--- config.mk ---
export PLATFORM = sky130hd
export DESIGN_NAME = ecc_exc_dispatch
export DESIGN_NICKNAME = d
export VERILOG_FILES = /design/src/rtl/ecc_exc_pkg.sv /design/src/rtl/ecc_exc_fsm.sv /design/src/rtl/ecc_err_capture.sv /design/src/rtl/ecc_exc_dispatch.sv
export SDC_FILE = /design/constraint.sdc
export NUM_CORES = 1
export LEC_CHECK = 0
export BUFFER_PORTS_ARGS = -buffer_cell sky130_fd_sc_hd__buf_4
export CAP_MARGIN = 0
export CORE_MARGIN = 10
export CORE_UTILIZATION = 46
export CTS_BUF_LIST = sky130_fd_sc_hd__clkbuf_2
export DETAILED_ROUTE_END_ITERATION = 8
export PLACE_DENSITY = 0.82
export SYNTH_ARGS = -nofsm -noshare
export SYNTH_HDL_FRONTEND = slang
export SYNTH_SLANG_ARGS = --single-unit
--- constraint.sdc ---
create_clock -name clk -period 2.3 [get_ports clk]
set_clock_uncertainty 0.2 [all_clocks]
set_input_delay 0.575 -clock clk [delete_from_list [all_inputs] [get_ports clk]]
set_output_delay 0.575 -clock clk [all_outputs]
set_load 0.03 [all_outputs]
--- src/rtl/ecc_exc_pkg.sv ---
package ecc_exc_pkg;
    typedef enum logic [1:0] {
        ST_RUN   = 2'd0,
        ST_CSTOP = 2'd1,
        ST_DEBUG = 2'd2
    } proc_state_t;

    localparam logic [2:0] CODE_MCHK  = 3'd1;
    localparam logic [2:0] CODE_DSTOR = 3'd2;
    localparam logic [2:0] CODE_ISTOR = 3'd3;

    localparam logic [1:0] RA_CFG  = 2'd0;
    localparam logic [1:0] RA_STAT = 2'd1;
    localparam logic [1:0] RA_ADDR = 2'd2;
    localparam logic [1:0] RA_INFO = 2'd3;
endpackage

--- src/rtl/ecc_exc_fsm.sv ---
module ecc_exc_fsm
    import ecc_exc_pkg::*;
(
    input  logic       clk,
    input  logic       rst_n,
    input  logic       cpu_err,
    input  logic       err_instr,
    input  logic       msr_ee,
    input  logic       msr_me,
    input  logic       dbg_req,
    output logic       exc_valid,
    output logic [2:0] exc_code,
    output logic       halted,
    output logic       debug_mode
);
    proc_state_t st_q, st_d;

    always_comb begin
        st_d = st_q;
        unique case (st_q)
            ST_RUN:   if (cpu_err && !msr_ee && !msr_me) st_d = ST_CSTOP;
            ST_CSTOP: if (dbg_req) st_d = ST_DEBUG;
            ST_DEBUG: if (!dbg_req) st_d = ST_CSTOP;
            default:  st_d = ST_CSTOP;
        endcase
    end

    always_ff @(posedge clk) begin
        if (!rst_n) st_q <= ST_RUN;
        else        st_q <= st_d;
    end

    always_ff @(posedge clk) begin
        if (!rst_n) begin
            exc_valid <= 1'b0;
            exc_code  <= 3'd0;
        end else begin
            exc_valid <= 1'b0;
            exc_code  <= 3'd0;
            if (st_q == ST_RUN && cpu_err) begin
                if (msr_ee) begin
                    exc_valid <= 1'b1;
                    exc_code  <= err_instr ? CODE_ISTOR : CODE_DSTOR;
                end else if (msr_me) begin
                    exc_valid <= 1'b1;
                    exc_code  <= CODE_MCHK;
                end
            end
        end
    end

    assign halted     = (st_q == ST_CSTOP);
    assign debug_mode = (st_q == ST_DEBUG);

    assert_halt_sticky_R8: assert property (@(posedge clk) disable iff (!rst_n)
        halted |=> (halted || debug_mode));
    assert_no_exc_halted_R8: assert property (@(posedge clk) disable iff (!rst_n)
        (halted || debug_mode) |=> !exc_valid);
    assert_debug_exit_R9: assert property (@(posedge clk) disable iff (!rst_n)
        (debug_mode && !dbg_req) |=> halted);
    assert_cstop_no_exc_R7: assert property (@(posedge clk) disable iff (!rst_n)
        $rose(halted) |-> !exc_valid);
endmodule

--- src/rtl/ecc_err_capture.sv ---
module ecc_err_capture
    import ecc_exc_pkg::*;
#(
    parameter int ADDR_W = 32,
    parameter int MST_W  = 4
) (
    input  logic              clk,
    input  logic              rst_n,
    input  logic              err_valid,
    input  logic              err_flash,
    input  logic              err_instr,
    input  logic              err_write,
    input  logic [ADDR_W-1:0] err_addr,
    input  logic [MST_W-1:0]  err_master,
    input  logic              reg_wr,
    input  logic [1:0]        reg_addr,
    input  logic [31:0]       reg_wdata,
    output logic [31:0]       reg_rdata,
    output logic              irq
);
    localparam int NMEM = 2;

    logic [NMEM-1:0]   cfg_q, flag_q, flag_kept, set_v, clr_v;
    logic [ADDR_W-1:0] cap_addr_q;
    logic [MST_W-1:0]  cap_mst_q;
    logic              cap_wr_q, cap_instr_q, cap_flash_q;
    logic              take;

    generate
        for (genvar m = 0; m < NMEM; m++) begin : g_mem
            assign set_v[m] = err_valid && cfg_q[m] && (err_flash == (m == 1));
            assign clr_v[m] = reg_wr && reg_addr == RA_STAT && reg_wdata[m];
        end
    endgenerate

    assign flag_kept = flag_q & ~clr_v;
    assign take      = (|set_v) && (flag_kept == '0);

    always_ff @(posedge clk) begin
        if (!rst_n) begin
            cfg_q       <= '0;
            flag_q      <= '0;
            cap_addr_q  <= '0;
            cap_mst_q   <= '0;
            cap_wr_q    <= 1'b0;
            cap_instr_q <= 1'b0;
            cap_flash_q <= 1'b0;
        end else begin
            if (reg_wr && reg_addr == RA_CFG) cfg_q <= reg_wdata[NMEM-1:0];
            flag_q <= flag_kept | set_v;
            if (take) begin
                cap_addr_q  <= err_addr;
                cap_mst_q   <= err_master;
                cap_wr_q    <= err_write;
                cap_instr_q <= err_instr;
                cap_flash_q <= err_flash;
            end
        end
    end

    always_comb begin
        unique case (reg_addr)
            RA_CFG:  reg_rdata = 32'(cfg_q);
            RA_STAT: reg_rdata = 32'(flag_q);
            RA_ADDR: reg_rdata = 32'(cap_addr_q);
            default: reg_rdata = (32'(cap_mst_q) << 8)
                                 | {29'd0, cap_flash_q, cap_instr_q, cap_wr_q};
        endcase
    end

    assign irq = |(flag_q & cfg_q);

    assert_irq_cause_R3: assert property (@(posedge clk) disable iff (!rst_n)
        $rose(irq) |-> $past(err_valid || reg_wr));
    assert_first_kept_R11: assert property (@(posedge clk) disable iff (!rst_n)
        ((|flag_q) && !(reg_wr && reg_addr == RA_STAT)) |=> $stable(cap_addr_q));
    assert_disabled_noflag_R2: assert property (@(posedge clk) disable iff (!rst_n)
        (!reg_wr && cfg_q == '0) |=> $stable(flag_q));
endmodule

--- src/rtl/ecc_exc_dispatch.sv ---
module ecc_exc_dispatch #(
    parameter int ADDR_W = 32,
    parameter int MST_W  = 4
) (
    input  logic              clk,
    input  logic              rst_n,
    input  logic              err_valid,
    input  logic              err_flash,
    input  logic              err_cpu,
    input  logic              err_instr,
    input  logic              err_write,
    input  logic [ADDR_W-1:0] err_addr,
    input  logic [MST_W-1:0]  err_master,
    input  logic              msr_ee,
    input  logic              msr_me,
    input  logic              vec9_en,
    input  logic              dbg_req,
    input  logic              reg_wr,
    input  logic [1:0]        reg_addr,
    input  logic [31:0]       reg_wdata,
    output logic [31:0]       reg_rdata,
    output logic              irq,
    output logic              ext_exc,
    output logic              exc_valid,
    output logic [2:0]        exc_code,
    output logic              halted,
    output logic              debug_mode
);
    logic cpu_err;
    assign cpu_err = err_valid && err_cpu;

    ecc_exc_fsm u_fsm (
        .clk        (clk),
        .rst_n      (rst_n),
        .cpu_err    (cpu_err),
        .err_instr  (err_instr),
        .msr_ee     (msr_ee),
        .msr_me     (msr_me),
        .dbg_req    (dbg_req),
        .exc_valid  (exc_valid),
        .exc_code   (exc_code),
        .halted     (halted),
        .debug_mode (debug_mode)
    );

    ecc_err_capture #(.ADDR_W(ADDR_W), .MST_W(MST_W)) u_cap (
        .clk        (clk),
        .rst_n      (rst_n),
        .err_valid  (err_valid),
        .err_flash  (err_flash),
        .err_instr  (err_instr),
        .err_write  (err_write),
        .err_addr   (err_addr),
        .err_master (err_master),
        .reg_wr     (reg_wr),
        .reg_addr   (reg_addr),
        .reg_wdata  (reg_wdata),
        .reg_rdata  (reg_rdata),
        .irq        (irq)
    );

    assign ext_exc = irq && vec9_en;

    assert_noncpu_no_exc_R4: assert property (@(posedge clk) disable iff (!rst_n)
        (err_valid && !err_cpu) |=> !exc_valid);
endmodule

==> impl_metrics.csv <==
group,metric,value,unit
cts,cts_buffers,5,
logic_synthesis,synth.most_common_cell,"nand2_1",
pwr,p_leak,1.35,nW
detailed_routing,drc,0,
pwr,p_per_area,455,nW/µm²
logic_synthesis,syn_avg_cell_area,8.84,µm²
critical_path,r2r_slack,0.63,ns
grt,grt_pass1_wl,9570,µm
logic_synthesis,async_reset_ff_frac,0,
critical_path,cp-end-kind,"primary output",
timing,rsz0062_at_grt,"yes",
place,hpwlAfterDp,4430,µm
cells_and_area,drive_gt1_frac,0.327,
cts,clock-sinks,48,
timing,drv_slew,0,
cts,htreeDepth,2,
critical_path,cp.arrival,1.45,ns
place,dp_cells,404,
status,outcome,"complete, no violations",
detailed_routing,viasPerCell,4.78,
critical_path,max_stage_delay,0.46,ns
floorplanning,start_util,0.478,
logic_synthesis,synth_warnings,0,
critical_path,critPathKind,"register to primary output",
pwr,peakVddDrop,0.296,mV
timing,final-hold-violation-count,0,
logic_synthesis,ys_types,27,
floorplanning,die_h,90.5,µm
floorplanning,core,4790,µm²
detailed_routing,finalWirelength,5740,µm
timing,min_period_over_period,0.968,
timing,finalSetupTns,0,ns
detailed_routing,wl_per_cell,13.9,µm
logic_synthesis,ys_seq_area_frac,0.420,
place,numPortBuffers,90,
floorplanning,fp.dieW,90.5,µm
cts,cts_tree,"done",
logic_synthesis,synthCells,259,
detailed_routing,vias,1973,
floorplanning,ios,122,
logic_synthesis,synth.mux.area_fraction,0.221,
cts,clkSlewWorstSetupHoldPaths,0.24,ns
cells_and_area,layout.nets,427,
logic_synthesis,synth_top_family_by_area,"simple AND/OR/NAND/NOR gates",
logic_synthesis,synth.area.top_cells,"dfxtp_1 42%, mux2i_1 20%, nand2_1 14%",
grt,track_usage,0.139,
cells_and_area,areaGrowthSynthToFinish,33.9,%
grt,first_global_vias,1995,
logic_synthesis,synth_compound_area_frac,0.0344,
place,gp_congestion,0.760,
min_path,min-delay-start,"err_addr[0]",
floorplanning,rows,25,
logic_synthesis,yosysTopAreaCellShare,0.420,
logic_synthesis,syn_area,2290,µm²
timing,setup_violations,0,
cts,clockBufferDepth,2,
detailed_routing,drt_first_pass_iters,4,
timing,fmax,449,MHz
critical_path,regToRegStartpoint,"u_cap.cfg_q[1]",
cts,clkLatencyLatePin,0.42,ns
logic_synthesis,synth-edff-count,0,
floorplanning,die_area,8200,µm²
logic_synthesis,ys_top_cells_by_count,"85 x nand2_1, 48 x dfxtp_1, 45 x mux2i_1, 26 x and2_1, 11 x clkbuf_1",
logic_synthesis,synth_seq_cells,48,
min_path,hp-class,"input pin to register",
critical_path,crit_required,1.52,ns
logic_synthesis,synth-main-ff-cell,"dfxtp_1",
logic_synthesis,synthAdderAreaFrac,0,
job,drv_cap,0,
cells_and_area,diodes,0,
cells_and_area,num-fill-cells,424,
grt,overflow,0,
detailed_routing,ant_nets,0,
timing,fin_crit,2.23,ns
logic_synthesis,yosysTopAreaCell,"dfxtp_1",
critical_path,cp_slowest_cell,"mux4_2",
logic_synthesis,yosys.area_share.simple,0.264,
critical_path,crit_path_start,"u_cap.cfg_q[0]",
detailed_routing,drt_iter0_drc,71,
cells_and_area,stdcell_count,413,
critical_path,start_kind,"register",
logic_synthesis,syn_nets,341,
logic_synthesis,synthXorXnorAreaFrac,0,
grt,grt_max_degree,44,
grt,antenna_found_initial,0,
critical_path,crit_fanout,5,
critical_path,worstPathCellList,"mux4_2 -> buf_6",
cts,clock-root-buffer,"clkbuf_2",
[worst max-delay path: cells and delay by family (launching register included)]
family	cells	cell delay [ns]
buffers and inverters	1	0.15
muxes	1	0.46
DFF	1	0.41
[layer usage]
layer,vias to the layer above,routed length (µm),track usage
met1,897,2430,0.163
met4,0,49,0.0318
met3,5,641,0.0748
met2,63,2620,0.218
met5,-,0,0
li1,1008,-,-
[registers in the layout (all words and copies together), names as in the netlist]
signal	count
u_cap.cap_instr_q	1
u_cap.cap_mst_q	4
u_cap.cap_wr_q	1
u_cap.cap_addr_q	32
u_cap.flag_q	2
u_fsm.st_q	2
u_fsm.exc_valid	1
u_fsm.exc_code	2
u_cap.cap_flash_q	1
u_cap.cfg_q	2
[area by class of cell]
| cell class | count | area (µm²) | area share |
|---|---|---|---|
| Clock buffer | 7 | 35.0 | 0.0114 |
| Clock inverter | 1 | 3.75 | 0.00122 |
| Inverter | 1 | 3.75 | 0.00122 |
| Multi-Input combinational cell | 191 | 1190 | 0.390 |
| Sequential cell | 48 | 967 | 0.316 |
| Tap cell | 67 | 83.8 | 0.0274 |
| Timing Repair Buffer | 98 | 777 | 0.254 |
[worst paths after layout]
| check | endpoint | depth (start not counted) |
|---|---|---|
| setup / recovery | reg_rdata[0] | 2 |
| setup reg to reg | u_cap.cap_addr_q[7] | 5 |
| hold / removal | u_cap.cap_addr_q[0] | 3 |
| hold reg to reg | u_cap.cap_addr_q[24] | 2 |
[kinds of logic after synthesis]
logic type / Yosys count
other: 1
and+or+nand+nor: 131
muxes: 48
AOI/OAI and AO/OA: 11
DFF: 48
buffers and inverters: 20
[power breakdown]
group	total [W]	switching (W)	leakage, nW	internal [W]
logic	0.000204	0.0000954	0.930	0.000108
clock network	0.000336	0.000254	0.0306	0.0000814
registers	0.000855	0.00000770	0.389	0.000847
total	0.00139	0.000358	1.35	0.00104
[cell usage in the layout (no fill, tap or decap), types with 3 or more instances in the layout]
cell type  synthesis  routed
mux2i_1           45      45
nor2b_1            9       9
nand2_1           85      85
clkbuf_2           0       7
buf_4              3      94
a21boi_0           4       4
nor2_1             5       5
dfxtp_1           48      45
buf_12             2       3
and2_1            26      26
[stage by stage]
stage | cell area, µm² | worst slack (ns) | utilization | power, W | hold slack (ns)
after floorplan | 2290 | 0.0604 | - | 0.000974 | 0.230
after global placement | 3010 | 0.0918 | 0.628 | 0.00107 | 0.237
after detailed placement | 3010 | 0.0365 | 0.628 | 0.00108 | 0.242
after CTS | 3050 | 0.0253 | 0.637 | 0.00142 | 0.143
after global routing | 3060 | -0.00848 | 0.640 | 0.00148 | 0.123
final | 3060 | 0.0746 | 0.640 | 0.00139 | 0.169
[repair_timing]
action                     CTS  global route
setup endpoints to repair    0             2
hold buffers                 0             0
buffers inserted             0             1
resized for setup            0             5
Power figures use the tool's default switching activity.
